## src/rtl/tmr16_pkg.sv

```systemverilog
// Shared constants and types for the capture/reload timer-counter.
// Assumes a 16-bit count exposed as two bytes.
package tmr16_pkg;
    localparam int CNT_W  = 16;
    localparam int BYTE_W = 8;
    localparam int ADDR_W = 3;

    typedef enum logic [ADDR_W-1:0] {
        RA_CTRL   = 3'd0,
        RA_CNT_LO = 3'd1,
        RA_CNT_HI = 3'd2,
        RA_CAP_LO = 3'd3,
        RA_CAP_HI = 3'd4
    } reg_addr_e;

    // Control byte, MSB first: tf is bit 7, run is bit 0.
    typedef struct packed {
        logic tf;
        logic exf;
        logic rsv;
        logic dn_en;
        logic ext_en;
        logic reload;
        logic src_pin;
        logic run;
    } ctrl_t;
endpackage

```

## src/rtl/tmr16_sync_fall.sv

```systemverilog
// Synchronizes an asynchronous pin through STAGES flops and flags
// falling edges of the synchronized level as a one-cycle pulse.
// Assumes the pin idles high; reset loads 1s so no false edge appears.
module tmr16_sync_fall #(
    parameter int STAGES = 2
) (
    input  logic clk,
    input  logic rst_n,
    input  logic pin,
    output logic lvl,
    output logic fall
);
    logic [STAGES-1:0] shift_q;
    logic              last_q;

    // Shift the pin into the synchronizer and keep the previous level.
    always_ff @(posedge clk) begin
        if (!rst_n) begin
            shift_q <= '1;
            last_q  <= 1'b1;
        end else begin
            shift_q <= {shift_q[STAGES-2:0], pin};
            last_q  <= shift_q[STAGES-1];
        end
    end

    // Level output and 1-to-0 detection.
    always_comb begin
        lvl  = shift_q[STAGES-1];
        fall = last_q & ~shift_q[STAGES-1];
    end


    fall_single_chk: assert property (@(posedge clk) disable iff (!rst_n)
        fall |=> !fall);
endmodule

```

## src/rtl/tmr16_prescale.sv

```systemverilog
// Free-running divider that emits one tick every DIV clocks.
// Assumes DIV >= 2.
module tmr16_prescale #(
    parameter int DIV = 6
) (
    input  logic clk,
    input  logic rst_n,
    output logic tick
);
    localparam int PW = $clog2(DIV);
    localparam logic [PW-1:0] LAST = PW'(DIV - 1);

    logic [PW-1:0] div_q;

    // Count 0..DIV-1 and wrap.
    always_ff @(posedge clk) begin
        if (!rst_n)            div_q <= '0;
        else if (div_q == LAST) div_q <= '0;
        else                   div_q <= div_q + 1'b1;
    end

    // Tick on the last phase.
    always_comb tick = (div_q == LAST);


    tick_spacing_chk: assert property (@(posedge clk) disable iff (!rst_n)
        tick |=> !tick);
endmodule

```

## src/rtl/tmr16_core.sv

```systemverilog
// Counter and capture/reload register datapath. Produces flag events for
// the control register; software byte writes override hardware updates.
// Assumes at most one byte write per cycle and a one-cycle tick.
module tmr16_core
    import tmr16_pkg::*;
(
    input  logic              clk,
    input  logic              rst_n,
    input  logic              run,
    input  logic              tick,
    input  logic              reload_mode,
    input  logic              ext_en,
    input  logic              dn_en,
    input  logic              ext_lvl,
    input  logic              ext_fall,
    input  logic              wr_cnt_lo,
    input  logic              wr_cnt_hi,
    input  logic              wr_cap_lo,
    input  logic              wr_cap_hi,
    input  logic [BYTE_W-1:0] wdata,
    output logic [CNT_W-1:0]  cnt_q,
    output logic [CNT_W-1:0]  cap_q,
    output logic              tf_set,
    output logic              exf_set,
    output logic              exf_tog
);
    localparam logic [CNT_W-1:0] MAXV = '1;
    localparam logic [CNT_W-1:0] ONE  = CNT_W'(1);

    logic [CNT_W-1:0] cnt_d, cap_d;
    logic             step;
    logic             ext_hit;

    // Next-state of count and capture register, then software override.
    always_comb begin
        step    = run & tick;
        ext_hit = ext_en & ext_fall;
        cnt_d   = cnt_q;
        cap_d   = cap_q;
        tf_set  = 1'b0;
        exf_set = 1'b0;
        exf_tog = 1'b0;
        if (!reload_mode) begin
            if (step) begin
                cnt_d  = cnt_q + ONE;
                tf_set = (cnt_q == MAXV);
            end
            if (ext_hit) begin
                cap_d   = cnt_q;
                exf_set = 1'b1;
            end
        end else if (!dn_en) begin
            if (ext_hit) begin
                cnt_d   = cap_q;
                exf_set = 1'b1;
            end else if (step) begin
                if (cnt_q == MAXV) begin
                    cnt_d  = cap_q;
                    tf_set = 1'b1;
                end else begin
                    cnt_d = cnt_q + ONE;
                end
            end
        end else if (step) begin
            if (ext_lvl) begin
                if (cnt_q == MAXV) begin
                    cnt_d   = cap_q;
                    tf_set  = 1'b1;
                    exf_tog = 1'b1;
                end else begin
                    cnt_d = cnt_q + ONE;
                end
            end else begin
                if (cnt_q == cap_q) begin
                    cnt_d   = MAXV;
                    tf_set  = 1'b1;
                    exf_tog = 1'b1;
                end else begin
                    cnt_d = cnt_q - ONE;
                end
            end
        end
        if (wr_cnt_lo || wr_cnt_hi) begin
            cnt_d   = cnt_q;
            tf_set  = 1'b0;
            exf_tog = 1'b0;
            if (!reload_mode || dn_en) exf_set = exf_set;
            else                       exf_set = 1'b0;
            if (wr_cnt_lo) cnt_d[BYTE_W-1:0]     = wdata;
            if (wr_cnt_hi) cnt_d[CNT_W-1:BYTE_W] = wdata;
        end
        if (wr_cap_lo || wr_cap_hi) begin
            cap_d = cap_q;
            if (wr_cap_lo) cap_d[BYTE_W-1:0]     = wdata;
            if (wr_cap_hi) cap_d[CNT_W-1:BYTE_W] = wdata;
        end
    end

    // Register the count and the capture/reload value.
    always_ff @(posedge clk) begin
        if (!rst_n) begin
            cnt_q <= '0;
            cap_q <= '0;
        end else begin
            cnt_q <= cnt_d;
            cap_q <= cap_d;
        end
    end


    stopped_hold_chk: assert property (@(posedge clk) disable iff (!rst_n)
        (!run && !ext_fall && !wr_cnt_lo && !wr_cnt_hi) |=> $stable(cnt_q));


    capture_take_chk: assert property (@(posedge clk) disable iff (!rst_n)
        (!reload_mode && ext_en && ext_fall && !wr_cap_lo && !wr_cap_hi)
        |=> (cap_q == $past(cnt_q)));


    down_step_chk: assert property (@(posedge clk) disable iff (!rst_n)
        (reload_mode && dn_en && run && tick && !ext_lvl && (cnt_q != cap_q)
         && !wr_cnt_lo && !wr_cnt_hi) |=> (cnt_q == $past(cnt_q) - ONE));


    up_reload_chk: assert property (@(posedge clk) disable iff (!rst_n)
        (reload_mode && !dn_en && run && tick && !(ext_en && ext_fall)
         && (cnt_q == MAXV) && !wr_cnt_lo && !wr_cnt_hi)
        |=> (cnt_q == $past(cap_q)));
endmodule

```

## src/rtl/tmr16_capreload.sv

```systemverilog
// Top of the capture/reload timer-counter: control register with sticky
// flags, register read mux, count source selection and pin conditioning.
// Assumes pins idle high and hold each level for at least three clocks.
module tmr16_capreload
    import tmr16_pkg::*;
#(
    parameter int PRESCALE    = 6,
    parameter int SYNC_STAGES = 2
) (
    input  logic              clk,
    input  logic              rst_n,
    input  logic              cnt_pin,
    input  logic              ext_pin,
    input  logic [ADDR_W-1:0] reg_addr,
    input  logic              reg_wr,
    input  logic [BYTE_W-1:0] reg_wdata,
    output logic [BYTE_W-1:0] reg_rdata,
    output logic              irq
);
    ctrl_t            ctrl_q;
    ctrl_t            wr_ctrl_v;
    logic             cnt_lvl, cnt_fall, ext_lvl, ext_fall;
    logic             pre_tick, tick;
    logic [CNT_W-1:0] cnt_q, cap_q;
    logic             tf_set, exf_set, exf_tog;
    logic             wr_ctrl, wr_cnt_lo, wr_cnt_hi, wr_cap_lo, wr_cap_hi;
    logic             exf_base, updown;

    tmr16_sync_fall #(.STAGES(SYNC_STAGES)) u_cnt_sync (
        .clk(clk), .rst_n(rst_n), .pin(cnt_pin), .lvl(cnt_lvl), .fall(cnt_fall));

    tmr16_sync_fall #(.STAGES(SYNC_STAGES)) u_ext_sync (
        .clk(clk), .rst_n(rst_n), .pin(ext_pin), .lvl(ext_lvl), .fall(ext_fall));

    tmr16_prescale #(.DIV(PRESCALE)) u_pre (
        .clk(clk), .rst_n(rst_n), .tick(pre_tick));

    // Address decode and count source selection.
    always_comb begin
        wr_ctrl   = reg_wr && (reg_addr == RA_CTRL);
        wr_cnt_lo = reg_wr && (reg_addr == RA_CNT_LO);
        wr_cnt_hi = reg_wr && (reg_addr == RA_CNT_HI);
        wr_cap_lo = reg_wr && (reg_addr == RA_CAP_LO);
        wr_cap_hi = reg_wr && (reg_addr == RA_CAP_HI);
        wr_ctrl_v = ctrl_t'(reg_wdata);
        tick      = ctrl_q.src_pin ? cnt_fall : pre_tick;
        updown    = ctrl_q.reload & ctrl_q.dn_en;
    end

    tmr16_core u_core (
        .clk(clk), .rst_n(rst_n),
        .run(ctrl_q.run), .tick(tick),
        .reload_mode(ctrl_q.reload), .ext_en(ctrl_q.ext_en), .dn_en(ctrl_q.dn_en),
        .ext_lvl(ext_lvl), .ext_fall(ext_fall),
        .wr_cnt_lo(wr_cnt_lo), .wr_cnt_hi(wr_cnt_hi),
        .wr_cap_lo(wr_cap_lo), .wr_cap_hi(wr_cap_hi),
        .wdata(reg_wdata),
        .cnt_q(cnt_q), .cap_q(cap_q),
        .tf_set(tf_set), .exf_set(exf_set), .exf_tog(exf_tog));

    // Flag value after a possible software write, before hardware events.
    always_comb exf_base = wr_ctrl ? wr_ctrl_v.exf : ctrl_q.exf;

    // Control register: software fields, sticky flags where hardware wins.
    always_ff @(posedge clk) begin
        if (!rst_n) begin
            ctrl_q <= '0;
        end else begin
            if (wr_ctrl) begin
                ctrl_q.run     <= wr_ctrl_v.run;
                ctrl_q.src_pin <= wr_ctrl_v.src_pin;
                ctrl_q.reload  <= wr_ctrl_v.reload;
                ctrl_q.ext_en  <= wr_ctrl_v.ext_en;
                ctrl_q.dn_en   <= wr_ctrl_v.dn_en;
            end
            ctrl_q.rsv <= 1'b0;
            ctrl_q.tf  <= tf_set | (wr_ctrl ? wr_ctrl_v.tf : ctrl_q.tf);
            ctrl_q.exf <= exf_set | (exf_tog ? ~exf_base : exf_base);
        end
    end

    // Register read mux.
    always_comb begin
        case (reg_addr)
            RA_CTRL:   reg_rdata = ctrl_q;
            RA_CNT_LO: reg_rdata = cnt_q[BYTE_W-1:0];
            RA_CNT_HI: reg_rdata = cnt_q[CNT_W-1:BYTE_W];
            RA_CAP_LO: reg_rdata = cap_q[BYTE_W-1:0];
            RA_CAP_HI: reg_rdata = cap_q[CNT_W-1:BYTE_W];
            default:   reg_rdata = '0;
        endcase
    end

    // Combined interrupt request; EXF is silent in up/down operation.
    always_comb irq = ctrl_q.tf | (ctrl_q.exf & ~updown);


    tf_sticky_chk: assert property (@(posedge clk) disable iff (!rst_n)
        (ctrl_q.tf && !wr_ctrl) |=> ctrl_q.tf);


    exf_sticky_chk: assert property (@(posedge clk) disable iff (!rst_n)
        (ctrl_q.exf && !wr_ctrl && !exf_tog) |=> ctrl_q.exf);


    irq_source_chk: assert property (@(posedge clk) disable iff (!rst_n)
        irq |-> (ctrl_q.tf || ctrl_q.exf));
endmodule

```

## config.mk

```make
export PLATFORM = sky130hd
export DESIGN_NAME = tmr16_capreload
export DESIGN_NICKNAME = d
export VERILOG_FILES = /design/src/rtl/tmr16_pkg.sv /design/src/rtl/tmr16_sync_fall.sv /design/src/rtl/tmr16_prescale.sv /design/src/rtl/tmr16_core.sv /design/src/rtl/tmr16_capreload.sv
export SDC_FILE = /design/constraint.sdc
export NUM_CORES = 1
export LEC_CHECK = 0
export ABC_CLOCK_PERIOD_IN_PS = 3090
export BUFFER_PORTS_ARGS = -buffer_cell sky130_fd_sc_hd__clkbuf_2
export CAP_MARGIN = 15
export CORE_MARGIN = 2
export CORE_UTILIZATION = 62
export DETAILED_ROUTE_END_ITERATION = 7
export PLACE_DENSITY_LB_ADDON = 0.1
export SYNTH_ARGS = -nofsm -noshare
export SYNTH_HDL_FRONTEND = slang
export SYNTH_SLANG_ARGS = --single-unit
```

## constraint.sdc

```tcl
create_clock -name clk -period 3.09 [get_ports clk]
set_input_delay 0.4635 -clock clk [delete_from_list [all_inputs] [get_ports clk]]
set_output_delay 0.4635 -clock clk [all_outputs]
set_load 0.02 [all_outputs]
```

==> flow_summary.toml <==
[global_routing]
antenna_found_initial = 0
grt_max_degree = 38
grt.total_usage_pct = 43.8
grt_pass1_wl_um = 25300
grt_pass1_vias = 4567
grt_overflow = 0

[drt]
drt_iter0_markers = 884
drc = 21
ant_nets = 0
drt-pass1-iter-count = 8
viasPerCell = 7.28
routed_wl_um = 16600
num_vias = 4944
wl_per_cell_um = 24.5

[worst_setup_path]
slowest_stage = "o31ai_4"
cp.arrival_ns = 3.06
setup.worst_path.end_class = "register"
cpLargestDelayFamily = "compound AO/OA/AOI/OAI gates"
crit_type = "reg -> reg"
crit_path_start_kind = "register"
max_stage_delay_ns = 0.69
required_ns = 3.36
critPathMaxFanout = 10
crit_buf_inv = 0
worstPathCellList = "ha_1, and3_1, nand4_2, o31ai_4, a221oi_1, nor3b_1, a211o_1"

[yosys]
syn_area_um2 = 4330
synth_area_leaders = "dfxtp_1, mux2i_1, nand2_1"
synthCells = 569
avgSynthCellArea_um2 = 7.62
synthXorXnorAreaFrac_pct = 8.89
async_flop_share_pct = 0
synth-adder-area-share_pct = 1.15
synthSimpleGateAreaFrac_pct = 27.4
synth_edf_count = 0
synth_nets = 589
synth_compound_area_share_pct = 24.6
synth_warnings = 0
yosys.area.top_type_share_pct = 22.2
synth.distinct_cells = 79
ys_ff_latch = 48
yosysTopAreaCell = "dfxtp_1"
ys_seq_area_share_pct = 22.2
synth_top_family_by_area = "simple AND/OR/NAND/NOR gates"
muxShareOfSynthArea_pct = 9.87
ys.flop_type = "dfxtp_1"

[place]
dp_hpwl_um = 11800
dpl_cell_area_um2 = 4560
place.gp.congestion = 1.08
dp_slack_ns = 0.374
dp.cells = 670
numPortBuffers = 24

[clocking]
cts-root-buf = "clkbuf_8"
cts_setup_buffers = 0
ctsHtreeMaxLevel = 2
ctsResizeCount = 0
cts_buffer_depth = 2
insertion_delay_ns = 0.33
hold_buffers = 0
clock_sinks = 48
cts.clk_slew.worst_paths_ns = 0.11
cts_tree = "done"
cts_buffers = 5

[sta]
max_slew_margin_pct = 33.0
finalWorstPathRequiredPeriod_ns = 2.79
skew_ns = 0.0139
fin_crit_sh_pct = 90.4
fin_ws_ns = 0.296
setup_viol = 0
hold_viol = 0
timing.setup.tns_ns = 0
slew_violations = 0
fmax_mhz = 358
grt_setup_unrepaired = "false"
worst_pin_slew_ns = 1.01

[cells_and_area]
final_cell_mix = "nand2_1, dfxtp_1, nor2_1, mux2i_1, buf_4"
nets = 602
diodes = 0
design_area_um2 = 4700
seqCellArea_um2 = 961
multi_input_area_um2 = 3120
mostFrequentLayoutCell = "nand2_1"
syn_to_final_growth_pct = 8.52
finalNonFillerCells = 679
final_layout_size_suffix_gt1_share_pct = 13.7
n_fill_cell = 583

[floorplan]
die_y_um = 87.6
row_count = 30
start_util_pct = 63.8
core_um2 = 6790
die_w_um = 87.6
fp.dieArea_um2 = 7680
top_level_ports = 25

[power_and_ir_drop]
ir_drop_mv = 0.203
cellLeakagePower_uw = 0.00196
power_density_nw_per_um2 = 335

[outcome]
status = "finished with violations"
violations = "design-rule violations"

[hold_path]
hold_class = "in -> reg"

[run]
cap_violations = 0
==> state kept, by name, summed over array words and instances, names as in the netlist <==
signal	count
u_ext_sync.last_q	1
u_cnt_sync.shift_q	2
u_core.cap_q	16
u_core.cnt_q	16
u_cnt_sync.last_q	1
u_ext_sync.shift_q	2
u_pre.div_q	3
ctrl_q	7
==> area by class of cell <==
class,instances,share of cell area [%]
Clock buffer,5,1.46
Clock inverter,3,1.46
Inverter,12,0.958
Multi-Input combinational cell,464,66.3
Sequential cell,48,20.4
Tap cell,96,2.55
Timing Repair Buffer,51,6.86
==> routing by layer <==
layer | wire (um) | share of wire [%] | track usage (%) | vias up
met4 | 997 | 6.0 | 25.0 | 0
met1 | 6040 | 36 | 58.4 | 2270
met2 | 7040 | 42 | 65.2 | 453
met5 | 0 | 0 | 0 | -
li1 | - | - | - | 2107
met3 | 2530 | 15 | 9.80 | 114
==> worst paths after layout <==
kind	startpoint	end	slack [ns]	cells after the start
min reg2reg	u_cnt_sync.shift_q[0]	u_cnt_sync.shift_q[1]	0.41	1
min	cnt_pin	u_cnt_sync.shift_q[0]	0.32	2
max reg2reg	u_core.cnt_q[0]	u_core.cnt_q[10]	0.30	7
max	u_core.cnt_q[0]	u_core.cnt_q[10]	0.30	7
==> cell families (layout without fill, tap and decap cells) <==
logic type      count (synthesis)  in the layout
compound gates                149            149
xor+xnor                       44             44
fa+ha+maj                       4              4
buf+inv                        57             71
flops                          48             48
mux                            41             41
simple gates                  226            226
==> power by group <==
part	internal, uW	leakage, uW	total [uW]	switching [uW]
clock	326	0.0000687	587	261
combinational	124	0.00150	322	198
sequential	634	0.000390	664	30.5
==> synth_stat cells, drive strengths merged (6+ instances only) <==
cell type,number
dfxtp,48
nor2b,8
xnor2,21
nand4,8
clkbuf,16
nand2b,11
nand3,21
o21ai,39
or3,7
a221oi,15
nor3,18
nor4,9
a21oi,25
nand2,63
nor2,45
mux2i,36
o22ai,8
buf,29
inv,12
and2,17
xor2,23
a31oi,6
==> stage by stage <==
stage	power [uW]	hold slack [ns]	utilization, %
3_3_place_gp	979	0.388	67.1
2_1_floorplan	892	0.386	-
3_5_place_dp	985	0.406	67.1
5_1_grt	1610	0.335	69.2
6_report	1570	0.322	69.2
4_1_cts	1550	0.320	69.1
Note: power is estimated with default switching activity, not from simulation.
